===== src/rtl/csd_pkg.sv =====
package csd_pkg;
  typedef logic [1:0] csd_code_t;

  localparam csd_code_t CSD_ZERO = 2'b00;
  localparam csd_code_t CSD_POS  = 2'b01;
  localparam csd_code_t CSD_NEG  = 2'b11;

  typedef enum logic [1:0] {
    ST_IDLE = 2'b00,
    ST_RUN  = 2'b01,
    ST_HOLD = 2'b10
  } conv_state_e;

  function automatic csd_code_t csd_encode(input logic nonzero, input logic negative);
    if (!nonzero)     return CSD_ZERO;
    else if (negative) return CSD_NEG;
    else               return CSD_POS;
  endfunction
endpackage


===== src/rtl/csd_digit_cell.sv =====
module csd_digit_cell
  import csd_pkg::*;
(
  input  logic      bit_cur,
  input  logic      bit_prev,
  input  logic      bit_next,
  input  logic      flag_in,
  output logic      flag_out,
  output csd_code_t code
);
  logic edge_seen;

  always_comb begin
    edge_seen = bit_cur ^ bit_prev;
    flag_out  = edge_seen & ~flag_in;
    code      = csd_encode(flag_out, bit_next);
  end
endmodule


===== src/rtl/csd_seq_ctrl.sv =====
module csd_seq_ctrl
  import csd_pkg::*;
#(
  parameter int W = 8
) (
  input  logic clk,
  input  logic rst_n,
  input  logic in_valid,
  input  logic out_ready,
  output logic in_ready,
  output logic load,
  output logic step,
  output logic out_valid
);
  localparam int IW = (W > 1) ? $clog2(W) : 1;
  localparam logic [IW-1:0] LAST_IDX = IW'(W - 1);

  conv_state_e   state_q;
  logic [IW-1:0] idx_q;

  assign in_ready  = (state_q == ST_IDLE);
  assign out_valid = (state_q == ST_HOLD);
  assign load      = in_ready & in_valid;
  assign step      = (state_q == ST_RUN);

  always_ff @(posedge clk or negedge rst_n) begin
    if (!rst_n) begin
      state_q <= ST_IDLE;
      idx_q   <= '0;
    end else begin
      unique case (state_q)
        ST_IDLE: if (in_valid) begin
          state_q <= ST_RUN;
          idx_q   <= '0;
        end
        ST_RUN: begin
          if (idx_q == LAST_IDX) state_q <= ST_HOLD;
          else                   idx_q   <= idx_q + 1'b1;
        end
        ST_HOLD: if (out_ready) state_q <= ST_IDLE;
        default: state_q <= ST_IDLE;
      endcase
    end
  end
endmodule


===== src/rtl/csd_digit_store.sv =====
module csd_digit_store
  import csd_pkg::*;
#(
  parameter int W = 8
) (
  input  logic           clk,
  input  logic           rst_n,
  input  logic           load,
  input  logic           step,
  input  logic [W-1:0]   word,
  input  csd_code_t      code,
  input  logic           flag_new,
  output logic           bit_cur,
  output logic           bit_prev,
  output logic           bit_next,
  output logic           flag_q,
  output logic [2*W-1:0] digits
);
  localparam int EW = W + 1;

  logic [EW-1:0]  ext_q;
  logic           prev_q;
  logic [2*W-1:0] dig_q;

  assign bit_cur  = ext_q[0];
  assign bit_next = ext_q[1];
  assign bit_prev = prev_q;
  assign digits   = dig_q;

  always_ff @(posedge clk or negedge rst_n) begin
    if (!rst_n) begin
      ext_q  <= '0;
      prev_q <= 1'b0;
      flag_q <= 1'b0;
      dig_q  <= '0;
    end else if (load) begin
      ext_q  <= {word[W-1], word};
      prev_q <= 1'b0;
      flag_q <= 1'b0;
      dig_q  <= '0;
    end else if (step) begin
      ext_q  <= {ext_q[EW-1], ext_q[EW-1:1]};
      prev_q <= ext_q[0];
      flag_q <= flag_new;
      dig_q  <= {code, dig_q[2*W-1:2]};
    end
  end
endmodule


===== src/rtl/csd_serial_conv.sv =====
module csd_serial_conv
  import csd_pkg::*;
#(
  parameter int W = 8
) (
  input  logic           clk,
  input  logic           rst_n,
  input  logic           in_valid,
  output logic           in_ready,
  input  logic [W-1:0]   in_word,
  output logic           out_valid,
  input  logic           out_ready,
  output logic [2*W-1:0] out_digits
);
  logic      load, step;
  logic      bit_cur, bit_prev, bit_next, flag_q, flag_new;
  csd_code_t code;

  csd_seq_ctrl #(.W(W)) ctrl_i (
    .clk(clk), .rst_n(rst_n), .in_valid(in_valid), .out_ready(out_ready),
    .in_ready(in_ready), .load(load), .step(step), .out_valid(out_valid)
  );

  csd_digit_cell cell_i (
    .bit_cur(bit_cur), .bit_prev(bit_prev), .bit_next(bit_next),
    .flag_in(flag_q), .flag_out(flag_new), .code(code)
  );

  csd_digit_store #(.W(W)) store_i (
    .clk(clk), .rst_n(rst_n), .load(load), .step(step), .word(in_word),
    .code(code), .flag_new(flag_new), .bit_cur(bit_cur), .bit_prev(bit_prev),
    .bit_next(bit_next), .flag_q(flag_q), .digits(out_digits)
  );
endmodule


===== config.mk =====
export PLATFORM = sky130hd
export DESIGN_NAME = csd_serial_conv
export DESIGN_NICKNAME = d
export VERILOG_FILES = /design/src/rtl/csd_pkg.sv /design/src/rtl/csd_digit_cell.sv /design/src/rtl/csd_seq_ctrl.sv /design/src/rtl/csd_digit_store.sv /design/src/rtl/csd_serial_conv.sv
export SDC_FILE = /design/constraint.sdc
export NUM_CORES = 1
export LEC_CHECK = 0
export BUFFER_PORTS_ARGS = -buffer_cell sky130_fd_sc_hd__buf_2
export CORE_ASPECT_RATIO = 1.1
export CORE_MARGIN = 5
export CORE_UTILIZATION = 54
export DETAILED_ROUTE_END_ITERATION = 8
export GPL_TIMING_DRIVEN = 0
export PLACE_DENSITY = 0.82
export SLEW_MARGIN = 20
export SYNTH_ARGS = -nofsm -noshare
export SYNTH_HDL_FRONTEND = slang
export SYNTH_SLANG_ARGS = --single-unit
export TNS_END_PERCENT = 5

===== constraint.sdc =====
create_clock -name clk -period 3.3 [get_ports clk]
set_input_delay 0.33 -clock clk [delete_from_list [all_inputs] [get_ports clk]]
set_output_delay 0.33 -clock clk [all_outputs]
set_load 0.05 [all_outputs]

==> summary.txt, run 1 <==
Status
  • Outcome: completed

Clock tree
  • CTS Sinks: 31
  • CTS Buffer Depth: 2
  • Clk pin slew, worst setup/hold paths: 100 ps
  • Clk root buf: clkbuf_4
  • Htree depth: 2
  • CTS tree: yes
  • Clock latency on the worst-skew pair: ~330 ps
  • Post-CTS setup buffers: 0
  • Post-CTS Resized: 0
  • # hold bufs at CTS: 0
  • Num CTS Buffers: 5

Synthesis
  • Synth cell types: 26
  • Warnings, synthesis: 0
  • Mean post-synth cell area: roughly 9.7 um2
  • Syn nets: 150
  • Sequential element share of the synthesized area: 58.5%
  • FF+latch count, synth: 31
  • Synth Cell Area: about 0.0013 mm2
  • Synth Instances: 136

Placement
  • Setup WS pre-CTS: 1590 ps
  • Dpl hpwl: between 1500 and 2000 um
  • Dpl cells: roughly 200
  • Area post-placement: between 0.0015 and 0.002 mm2
  • Number of port buffers: 29
  • RePlAce Congestion: between 0.7 and 0.8

Final layout
  • Area occupied by multi-input gates: ~490 um2
  • Layout cells sized above 1: roughly 24%
  • Final Non-Filler Cells: 203
  • # nets final: between 150 and 200
  • Register Area: ~780 um2
  • N_diodes: 0
  • Final instance area: 0.00156 mm2
  • Filler cells: between 200 and 250
  • Syn-to-layout area delta: 17.6%

Route
  • Via density: 5.33
  • Metal-1 WL: around 1100 um
  • Remaining DRCs: 0
  • Drt first-iter violations: 39
  • Wirelength per Cell: approximately 13 um
  • Via count: about 1100
  • DR WL met3: 205 um
  • Met2 wire len: around 1300 um
  • Max layer used: met4
  • Post-detailed-route count of antenna-violating nets: 0
  • Post-Route WL: roughly 2700 um
  • Initial DRT Pass Iterations: 4

Run
  • Max-Cap Viols: 0

Power and ir drop
  • Sw Ratio: between 40% and 50%
  • Part of the power in registers: between 30% and 40%
  • Static power due to leakage: approximately 0.00086 uW
  • Sw Pwr: 905 uW
  • Worst vdd ir: around 0.65 mV
  • Total chip power: between 1500 and 2000 uW
  • Int Power: 916 uW
  • Logic pwr share: about half
  • Power Dens Cells: 1170 mW/mm2
  • Clk network pwr share: ~11%

Timing
  • Final worst-path cycle share: between 50% and 60%
  • Max-slew violation count: 0
  • Tmin final: 1710 ps
  • Final Hold Viols: 0
  • Slew @ Worst Pin: 666 ps
  • # setup viols final: 0
  • Relative slew slack: 55.6%
  • Post-route setup slack: ~1600 ps
  • Post-Route Skew: about 11 ps
  • RSZ-0062 raised after global routing: false
  • Fmax: approximately 580 MHz
  • Setup TNS: 0 ps

Critical path
  • CP max FO: 4
  • Crit. End Element: register
  • Worst R2R Path Depth: 5
  • Critical Path RT: around 3500 ps
  • Worst setup path class: register to register
  • CP arrival: roughly 1900 ps
  • Setup crit start kind: register

Die
  • Starting Density: between 50 and 60%
  • Num rows: 18
  • Core Box Area: between 0.002 and 0.0025 mm2
  • Die Span Y: 62.0 um
  • Top-Level Pins: 30
  • Die Width: between 50 and 60 um
  • DIE AREA: about 0.0035 mm2

Global route
  • Total track usage: 18.2%
  • Grt total ovfl: 0
  • Largest net degree at the start of global routing: 32
  • Antenna violations before repair: 0
  • Number of global-route vias before repair: between 1000 and 1500
  • First-pass GRT wire length: between 4000 and 5000 um

Min path
  • Worst Hold Class: primary input to asynchronous set/reset pin
-- area by class of cell --
class / instances / share of cell area, %
buffer: 10 / 3.37
clock buffer: 7 / 2.89
tap: 30 / 2.41
clock inverter: 1 / 0.321
sequential: 31 / 49.8
multi-input combinational: 93 / 31.4
inverter: 2 / 0.482
timing repair buffer: 29 / 9.32
-- worst max-delay path: stages (launching register included) --
cell,delay (ps)
dfrtp_1,400
ha_1,210
ha_1,190
nor3b_1,360
nor2_1,140
mux2_2,300
-- through the flow --
stage | hold slack (ps) | util (%)
2_1_floorplan | 34.4 | -
3_3_place_gp | 395 | 65.6
6_report | 23.4 | 67.8
3_5_place_dp | 400 | 65.6
4_1_cts | 29.2 | 67.8
5_1_grt | 57.8 | 67.8
-- kinds of logic (layout without fill, tap and decap cells) --
| logic type | after synthesis | after routing | synth area share [%] |
|---|---|---|---|
| fa+ha+maj | 2 | 2 | 1.89 |
| buf+inv | 12 | 49 | 4.53 |
| xor+xnor | 1 | 1 | 0.661 |
| compound gates | 13 | 13 | 7.08 |
| mux | 2 | 2 | 1.61 |
| flops | 31 | 31 | 58.5 |
| simple gates | 75 | 75 | 25.7 |
-- routing by layer --
| metal | vias up | GRT usage, % |
|---|---|---|
| met4 | 0 | 9.27 |
| met2 | 32 | 30.8 |
| met3 | 5 | 7.85 |
| met1 | 519 | 20.0 |
| met5 | - | 0 |
| li1 | 527 | - |
-- Yosys cell counts, drive strengths merged --
| library cell | number | area, um2 |
|---|---|---|
| a21oi | 1 | 5.00 |
| a22o | 3 | 26.3 |
| a22oi | 5 | 37.5 |
| a31oi | 2 | 12.5 |
| and2b | 1 | 7.51 |
| buf | 5 | 33.8 |
| clkbuf | 5 | 18.8 |
| dfrtp | 31 | 776 |
| ha | 2 | 25.0 |
| inv | 2 | 7.51 |
| mux2 | 1 | 11.3 |
| mux2i | 1 | 10.0 |
| nand2 | 43 | 161 |
| nand2b | 1 | 6.26 |
| nand3 | 21 | 105 |
| nor2 | 4 | 15.0 |
| nor2b | 1 | 6.26 |
| nor3b | 2 | 20.0 |
| o21ai | 1 | 5.00 |
| o31ai | 1 | 7.51 |
| or3b | 1 | 8.76 |
| or4b | 1 | 10.0 |
| xnor2 | 1 | 8.76 |
-- registers in the layout (all words and copies together), names as in the netlist --
register / flops
ctrl_i.idx_q: 3
ctrl_i.state_q: 2
store_i.bit_prev: 1
store_i.digits: 16
store_i.ext_q: 9
-- cell usage in the layout (no fill, tap or decap), types with 2 or more instances in the layout --
master,n
nand2_1,43
dfrtp_1,31
ha_1,2
clkbuf_1,7
a31oi_1,2
a22o_1,3
nand3_1,21
clkbuf_4,5
nor2_1,4
a22oi_1,5
buf_2,32
inv_1,2
-- worst paths after layout --
kind	slack (ps)	to	start
max in group asynchronous	2840	store_i.ext_q[6]$_DFFE_PN0P_	rst_n
worst min register to register	490	store_i.ext_q[8]$_DFFE_PN0P_	store_i.ext_q[8]$_DFFE_PN0P_
worst min-delay path	20	store_i.digits[5]$_DFFE_PN0P_	rst_n
worst max register to register	1590	ctrl_i.idx_q[0]$_DFFE_PN0P_	ctrl_i.idx_q[0]$_DFFE_PN0P_
min in group clk	210	store_i.ext_q[4]$_DFFE_PN0P_	in_word[4]
worst max-delay path	1590	ctrl_i.idx_q[0]$_DFFE_PN0P_	ctrl_i.idx_q[0]$_DFFE_PN0P_
-- power by group through the flow --
stage,Sequential [uW],Clock (uW),Combinational (uW)
6_report,676,207,938
2_1_floorplan,926,0,469
3_5_place_dp,685,0,947
5_1_grt,702,237,1020
4_1_cts,676,215,949
3_3_place_gp,671,0,913
Note: power is estimated with default switching activity, not from simulation.
==> run 2, diff against run 1 <==
Settings changed: ABC_AREA set to 1, CORE_UTILIZATION 54 to 47, PLACE_DENSITY 0.82 to 0.75.
Clock period 3.3 ns to 1.4 ns, I/O delays scaled along.
==> run 2 against run 1 <==
Count of clock-buffer cells in the layout up 1. Worst setup slack worse by 1500 ps. Wire length up 8.7%. Non-clock buffer count down 2. Largest cell class unchanged.
==> summary.txt, run 2 <==
Synthesis
  • Synth top area share: 55.7% (-2.9 points)
  • Most frequent cell after synthesis: nand2_1
  • Synth cell types: 20 (-23%)
  • Synth area leader: dfrtp_1
  • Sequential element share of the synthesized area: 55.7% (-2.9 points)
  • Most used flip-flop cell after synthesis: dfrtp_1
  • Synth top area cells: dfrtp_1 (56%), nand2_1 (14%), o21ai_0 (5.4%)
  • Synth Instances: 152 (+12%)
  • Warnings, synthesis: 0 (unchanged)
  • Post-synth EDFFs: 0 (unchanged)
  • Mean post-synth cell area: 9.17 um2 (-5.9%)
  • FF+latch count, synth: 31 (unchanged)
  • Async set-reset flop share out of synthesis: 100% (unchanged)
  • Syn nets: 166 (+11%)
  • Synth cell count leaders: nand2_1 (51), dfrtp_1 (31), inv_1 (15), o21ai_0 (15), nand3_1 (9)
  • Synth Cell Area: 0.00139 mm2 (+5.2%)

Die
  • Num rows: 20 (+2)
  • Core Box Area: 0.00280 mm2 (+22%)
  • Starting Density: 49.7% (-7.9 points)
  • DIE AREA: 0.00416 mm2 (+17%)
  • Die Span Y: 67.1 um (+8.3%)
  • Die Width: 61.9 um (+8.2%)
  • Top-Level Pins: 30 (unchanged)

Route
  • Initial DRT Pass Iterations: 4 (unchanged)
  • Post-Route WL: 2910 um (+8.7%)
  • Remaining DRCs: 0 (unchanged)
  • Via density: 4.92 (-7.8%)
  • Via count: 1112 (+2.7%)
  • Wirelength per Cell: 12.9 um (-2.3%)
  • Drt first-iter violations: 43 (+10%)
  • Post-detailed-route count of antenna-violating nets: 0 (unchanged)

Timing
  • Tmin final: between 1000 and 1500 ps
  • Max-slew violation count: 0 (unchanged)
  • Final Hold Viols: 0 (unchanged)
  • Final worst-path cycle share: a little over nine tenths
  • Fmax: around 760 MHz
  • Post-Route Skew: 7.04 ps (-3.86 ps)
  • RSZ-0062 raised after global routing: false
  • Final hold slack: 16.2 ps (-7.19 ps)
  • Slew @ Worst Pin: 686 ps (+19.2 ps)
  • Relative slew slack: 54.3% (-1.3 points)
  • # setup viols final: 0 (unchanged)
  • Setup TNS: 0 ps (unchanged)

Clock tree
  • CTS Buffer Depth: 2 (unchanged)
  • CTS Sinks: 31 (unchanged)
  • Htree depth: 2 (unchanged)
  • Clk root buf: clkbuf_4
  • CTS tree: yes
  • Num CTS Buffers: 5 (unchanged)
  • Clock latency on the worst-skew pair: 330 ps (about the same)
  • Clk pin slew, worst setup/hold paths: 90 ps (about the same)

Global route
  • Grt total ovfl: 0 (unchanged)
  • Largest net degree at the start of global routing: 32 (unchanged)
  • Number of global-route vias before repair: 1124 (+2.0%)
  • Total track usage: 17.0% (-1.2 points)
  • First-pass GRT wire length: 5040 um (+7.0%)
  • Antenna violations before repair: 0 (unchanged)

Placement
  • RePlAce Congestion: 0.738 (+1.5%)
  • Number of port buffers: 29 (unchanged)
  • Dpl hpwl: 2060 um (+4.3%)

Final layout
  • Layout cells sized above 1: 31.6% (+7.3 points)
  • # nets final: 206 (+11%)
  • Register Area: 777 um2 (+0.16%)
  • Commonest non-fill, non-tap cell in the layout: nand2_1
  • Most frequent cells in the layout: nand2_1 (50), dfrtp_1 (30), buf_2 (27)
  • Filler cells: 257 (+23%)
  • Max FFs per register: 16 (unchanged)
  • Syn-to-layout area delta: 22.9%
  • Area occupied by multi-input gates: 519 um2 (+6.1%)
  • N_diodes: 0 (unchanged)

Critical path
  • CP max FO: 8 (+4)
  • Critical Path RT: 1260 ps (-2250 ps)
  • Delay-heaviest family, CP: flip-flops
  • Worst setup path class: register to output pin
  • Slowest stage delay, CP: 380 ps (-20 ps)
  • Worst path buffer plus inverter count: 2 (+2)
  • CP arrival: 1180 ps (-740 ps)
  • Critical Path, Cell by Cell: buf_6 -> nor2_4 -> buf_6
  • Worst path slowest cell: dfrtp_1
  • Crit. End Element: output pin
  • Most frequent CP cell: buf_6
  • Setup crit start kind: register

Power and ir drop
  • Static power due to leakage: 0.000917 uW (+6.9%)
  • Power Dens Cells: 2500 mW/mm2 (+110%)
  • Worst vdd ir: 1.49 mV (+130%)

Min path
  • Worst Hold Class: primary input to register

Run
  • Max-Cap Viols: 0 (unchanged)

Status
  • Outcome: completed
-- run 2: cell types whose count changed in the layout (fill, tap and decap cells not counted), sizes merged, moves of 2 or more --
cell	delta
dlygate4sd3	+4
clkbuf	-4
a22oi	-5
a22o	-3
inv	+16
nor3b	-2
nand2	+14
a31oi	-2
o21ai	+15
nand3	-7
-- run 2: metrics by stage --
stage               power, uW  std cells  area (um2)  util (%)  worst slack (ps)
CTS                      4300        226        1700      60.6              33.2
global route             4590        226        1710      61.1              5.15
global placement         3590        214        1580      56.5               181
detailed placement       3670        214        1580      56.5               125
finish                   4280        226        1710      61.1              78.4
floorplan                3150        152        1400         -              60.3
-- run 2: repair_timing --
item	CTS	global route
gates cloned	0	0
setup buffers	0	0
resized for setup	3	5
endpoints found under the setup margin	2	4
hold buffers	4	0
hold endpoints to repair	34	0
-- run 2: cell families after synthesis --
logic type | share of synthesized area [%]
buffers and inverters | 7.81
and+or+nand+nor | 26.7
AOI/OAI and AO/OA | 8.08
DFF | 55.7
adders and majority gates | 1.80
-- run 2: path summary, 6_finish.rpt --
| check | depth (start not counted) | to | slack, ps | from |
|---|---|---|---|---|
| worst min register to register | 2 | store_i.digits[1]$_DFFE_PN0P_ | 480 | store_i.digits[1]$_DFFE_PN0P_ |
| min in group asynchronous | 2 | store_i.ext_q[8]$_DFFE_PN0P_ | 390 | rst_n |
| worst max register to register | 6 | ctrl_i.idx_q[0]$_DFFE_PN0P_ | 130 | ctrl_i.idx_q[0]$_DFFE_PN0P_ |
| worst max-delay path | 3 | in_ready | 80 | ctrl_i.state_q[0]$_DFFE_PN0P_ |
| worst min-delay path | 3 | store_i.ext_q[5]$_DFFE_PN0P_ | 20 | in_word[5] |
| max in group asynchronous | 2 | ctrl_i.state_q[1]$_DFFE_PN0P_ | 540 | rst_n |
-- run 2: final cells by class --
class	count	area share [%]
clock buffers	8	4.02
repair buffers	33	11.5
well taps	33	2.41
inverters	18	3.94
plain buffers	4	2.41
flip-flops and latches	31	45.4
multi-input cells	99	30.3
-- run 2: metal layers --
metal / global-route usage (%) / wire length, um / vias to the layer above / part of all wire, %
li1: - / - / 559 / -
met1: 20.3 / 1230 / 521 / 42
met2: 27.0 / 1450 / 28 / 50
met3: 6.20 / 183 / 4 / 6.3
met4: 7.69 / 57 / 0 / 2.0
met5: 0 / 0 / - / 0
-- run 2: power breakdown --
| group | switching [uW] | internal [uW] | total, uW |
|---|---|---|---|
| logic | 1530 | 637 | 2170 |
| registers | 245 | 1280 | 1530 |
| clock network | 296 | 295 | 591 |
| total | 2070 | 2210 | 4280 |
-- run 2: worst register-to-register path: cells and delay by family, from the launching register on --
family	cells	cell delay (ps)
flip-flops	1	410
adder cells (fa/ha/maj)	2	410
buffers and inverters	1	70
AND/OR/NAND/NOR	2	190
AO/OA/AOI/OAI	1	80
==> run 3, diff against run 2 <==
--- a/config.mk
+++ b/config.mk
@@ -12,2 +12,3 @@
 export CORE_UTILIZATION = 47
+export CTS_CLUSTER_SIZE = 25
 export DETAILED_ROUTE_END_ITERATION = 8
==> constraint.sdc (replaced) <==
create_clock -name clk -period 1.4 [get_ports clk]
set_input_delay 0.21 -clock clk [delete_from_list [all_inputs] [get_ports clk]]
set_output_delay 0.21 -clock clk [all_outputs]
set_load 0.05 [all_outputs]
==> run 3 against run 2 <==
Cell count decreased by 1.3%. Critical endpoint unchanged. Core utilization decreased by 0.71 points. Sequential power about the same. Fmax decreased by 4.6%. Highest routed layer unchanged. Total power increased by 0.46%. Worst setup slack got worse by 64 ps.
==> summary.txt, run 3 (synthesized netlist as in run 2, its figures left out) <==
Status
  • Outcome: completed

Clock tree
  • CTS Sinks: 31 (unchanged)
  • Htree depth: 2 (unchanged)
  • CTS Buffer Depth: 2 (unchanged)
  • Num CTS Buffers: 5 (unchanged)
  • Clock latency on the worst-skew pair: 330 ps (about the same)
  • Clk root buf: clkbuf_4
  • CTS tree: yes
  • Clk pin slew, worst setup/hold paths: 100 ps (about the same)

Timing
  • Max-slew violation count: 0 (unchanged)
  • Fmax: 722 MHz (-4.6%)
  • Slew @ Worst Pin: 692 ps (+6.31 ps)
  • Final Hold Viols: 0 (unchanged)
  • Final worst-path cycle share: 99.0% (+4.6 points)
  • RSZ-0062 raised after global routing: true
  • Post-Route Skew: 9.89 ps (+2.84 ps)
  • Tmin final: 1390 ps (+64.2 ps)
  • Relative slew slack: 53.9% (-0.42 points)
  • # setup viols final: 0 (unchanged)

Critical path
  • Setup crit start kind: register
  • Critical Path RT: 1190 ps (-70 ps)
  • Worst path buffer plus inverter count: 2 (unchanged)
  • CP max FO: 8 (unchanged)
  • Delay-heaviest family, CP: flip-flops
  • Crit. End Element: output pin
  • Slowest stage delay, CP: 380 ps (about the same)
  • Worst setup path class: register to output pin
  • CP arrival: 1180 ps (about the same)
  • Worst path slowest cell: dfrtp_1
  • Critical Path, Cell by Cell: buf_6 -> nor2_4 -> buf_8

Min path
  • Worst Hold Class: primary input to register

Final layout
  • N_diodes: 0 (unchanged)
  • Final instance area: 0.00169 mm2 (-1.2%)
  • Commonest non-fill, non-tap cell in the layout: nand2_1
  • Final Non-Filler Cells: 223 (-1.3%)
  • # nets final: 203 (-1.5%)
  • Max FFs per register: 16 (unchanged)
  • Layout cells sized above 1: 32.1% (+0.50 points)
  • Syn-to-layout area delta: 21.5%
  • Most frequent cells in the layout: nand2_1 (50), dfrtp_1 (30), buf_2 (27)

Global route
  • Number of global-route vias before repair: 1124 (unchanged)
  • Grt total ovfl: 0 (unchanged)
  • Largest net degree at the start of global routing: 32 (unchanged)
  • Antenna violations before repair: 0 (unchanged)
  • First-pass GRT wire length: 5020 um (-0.40%)
  • Total track usage: 16.9% (-0.079 points)

Route
  • Post-detailed-route count of antenna-violating nets: 0 (unchanged)
  • Remaining DRCs: 0 (unchanged)
  • Initial DRT Pass Iterations: 4 (unchanged)
  • Via count: 1107 (-0.45%)
  • Drt first-iter violations: 31 (-28%)
  • Post-Route WL: 2920 um (+0.31%)
  • Via density: 4.96 (+0.89%)
  • Wirelength per Cell: 13.1 um (+1.7%)

Power and ir drop
  • Total chip power: 4300 uW (+0.46%)
  • Worst vdd ir: 1.49 mV (+0.13%)
  • Power Dens Cells: 2540 mW/mm2 (+1.6%)
  • Static power due to leakage: 0.000909 uW (-0.91%)

Die
  • Num rows: 20 (unchanged)
  • Die Width: 61.9 um (unchanged)
  • Top-Level Pins: 30 (unchanged)
  • Die Span Y: 67.1 um (unchanged)
  • Core Box Area: 0.00280 mm2 (unchanged)
  • DIE AREA: 0.00416 mm2 (unchanged)
  • Starting Density: 49.7% (unchanged)

Run
  • Max-Cap Viols: 0 (unchanged)

Placement
  • Area post-placement: 0.00158 mm2 (unchanged)
  • Number of port buffers: 29 (unchanged)
  • Dpl cells: 214 (unchanged)
  • Dpl hpwl: 2060 um (unchanged)
  • RePlAce Congestion: 0.738 (unchanged)
## run 3: cell types whose count changed in the layout (fill, tap and decap cells not counted), sizes merged
cell         before  now
dlygate4sd3       4    1
## run 3: worst reg2reg max path, stage by stage, from the launching register on
cell and delay (ps):
dfrtp_1 410, ha_1 220, ha_1 190, inv_2 80
nand2_2 80, nand3_1 100, o21ai_0 90
## run 3: timing repair
item	CTS	global route
setup endpoints to repair	2	4
setup buffers	0	0
pin swaps	1	0
hold endpoints to repair	31	0
resized for setup	6	5
hold buffers	1	0
## run 3: worst paths after layout
kind	from	to	slack, ps	cells past startpoint
worst min-delay path	out_ready	ctrl_i.state_q[1]$_DFFE_PN0P_	60	2
worst min register to register	store_i.digits[1]$_DFFE_PN0P_	store_i.digits[1]$_DFFE_PN0P_	480	2
worst max-delay path	ctrl_i.state_q[0]$_DFFE_PN0P_	in_ready	10	3
max in group asynchronous	rst_n	ctrl_i.state_q[1]$_DFFE_PN0P_	470	2
min in group asynchronous	rst_n	store_i.ext_q[8]$_DFFE_PN0P_	450	2
worst max register to register	ctrl_i.idx_q[0]$_DFFE_PN0P_	ctrl_i.idx_q[0]$_DFFE_PN0P_	130	6
## run 3: layout make-up
type                    instances  area [um2]
plain buffers                   4        41.3
clock buffers                   8        68.8
fillers                       255        1110
inverters                      18        70.1
multi-input cells              99         519
flip-flops and latches         31         777
well taps                      33        41.3
repair buffers                 30         175
## run 3: metrics by stage
| stage | setup TNS [ps] | worst slack, ps | hold WS [ps] | util, % |
|---|---|---|---|---|
| after floorplan | 0 | 60.3 | -85.6 | - |
| after detailed placement | 0 | 125 | 293 | 56.5 |
| final | 0 | 14.1 | 56.8 | 60.4 |
| after global placement | 0 | 181 | 277 | 56.5 |
| after CTS | 0 | 11.9 | 41.9 | 60.0 |
| after global routing | -69.4 | -47.1 | 48.7 | 60.4 |
## run 3: power breakdown
group | switching (uW) | internal, uW | leakage [uW] | total [uW]
clock | 303 | 295 | 0.0000386 | 598
sequential | 248 | 1280 | 0.000397 | 1530
combinational | 1530 | 641 | 0.000474 | 2170
## run 3: routing by layer
metal	GRT usage [%]	wire (um)
met1	19.7	1270
met2	27.2	1430
met3	6.40	166
met4	7.69	58
met5	0	0
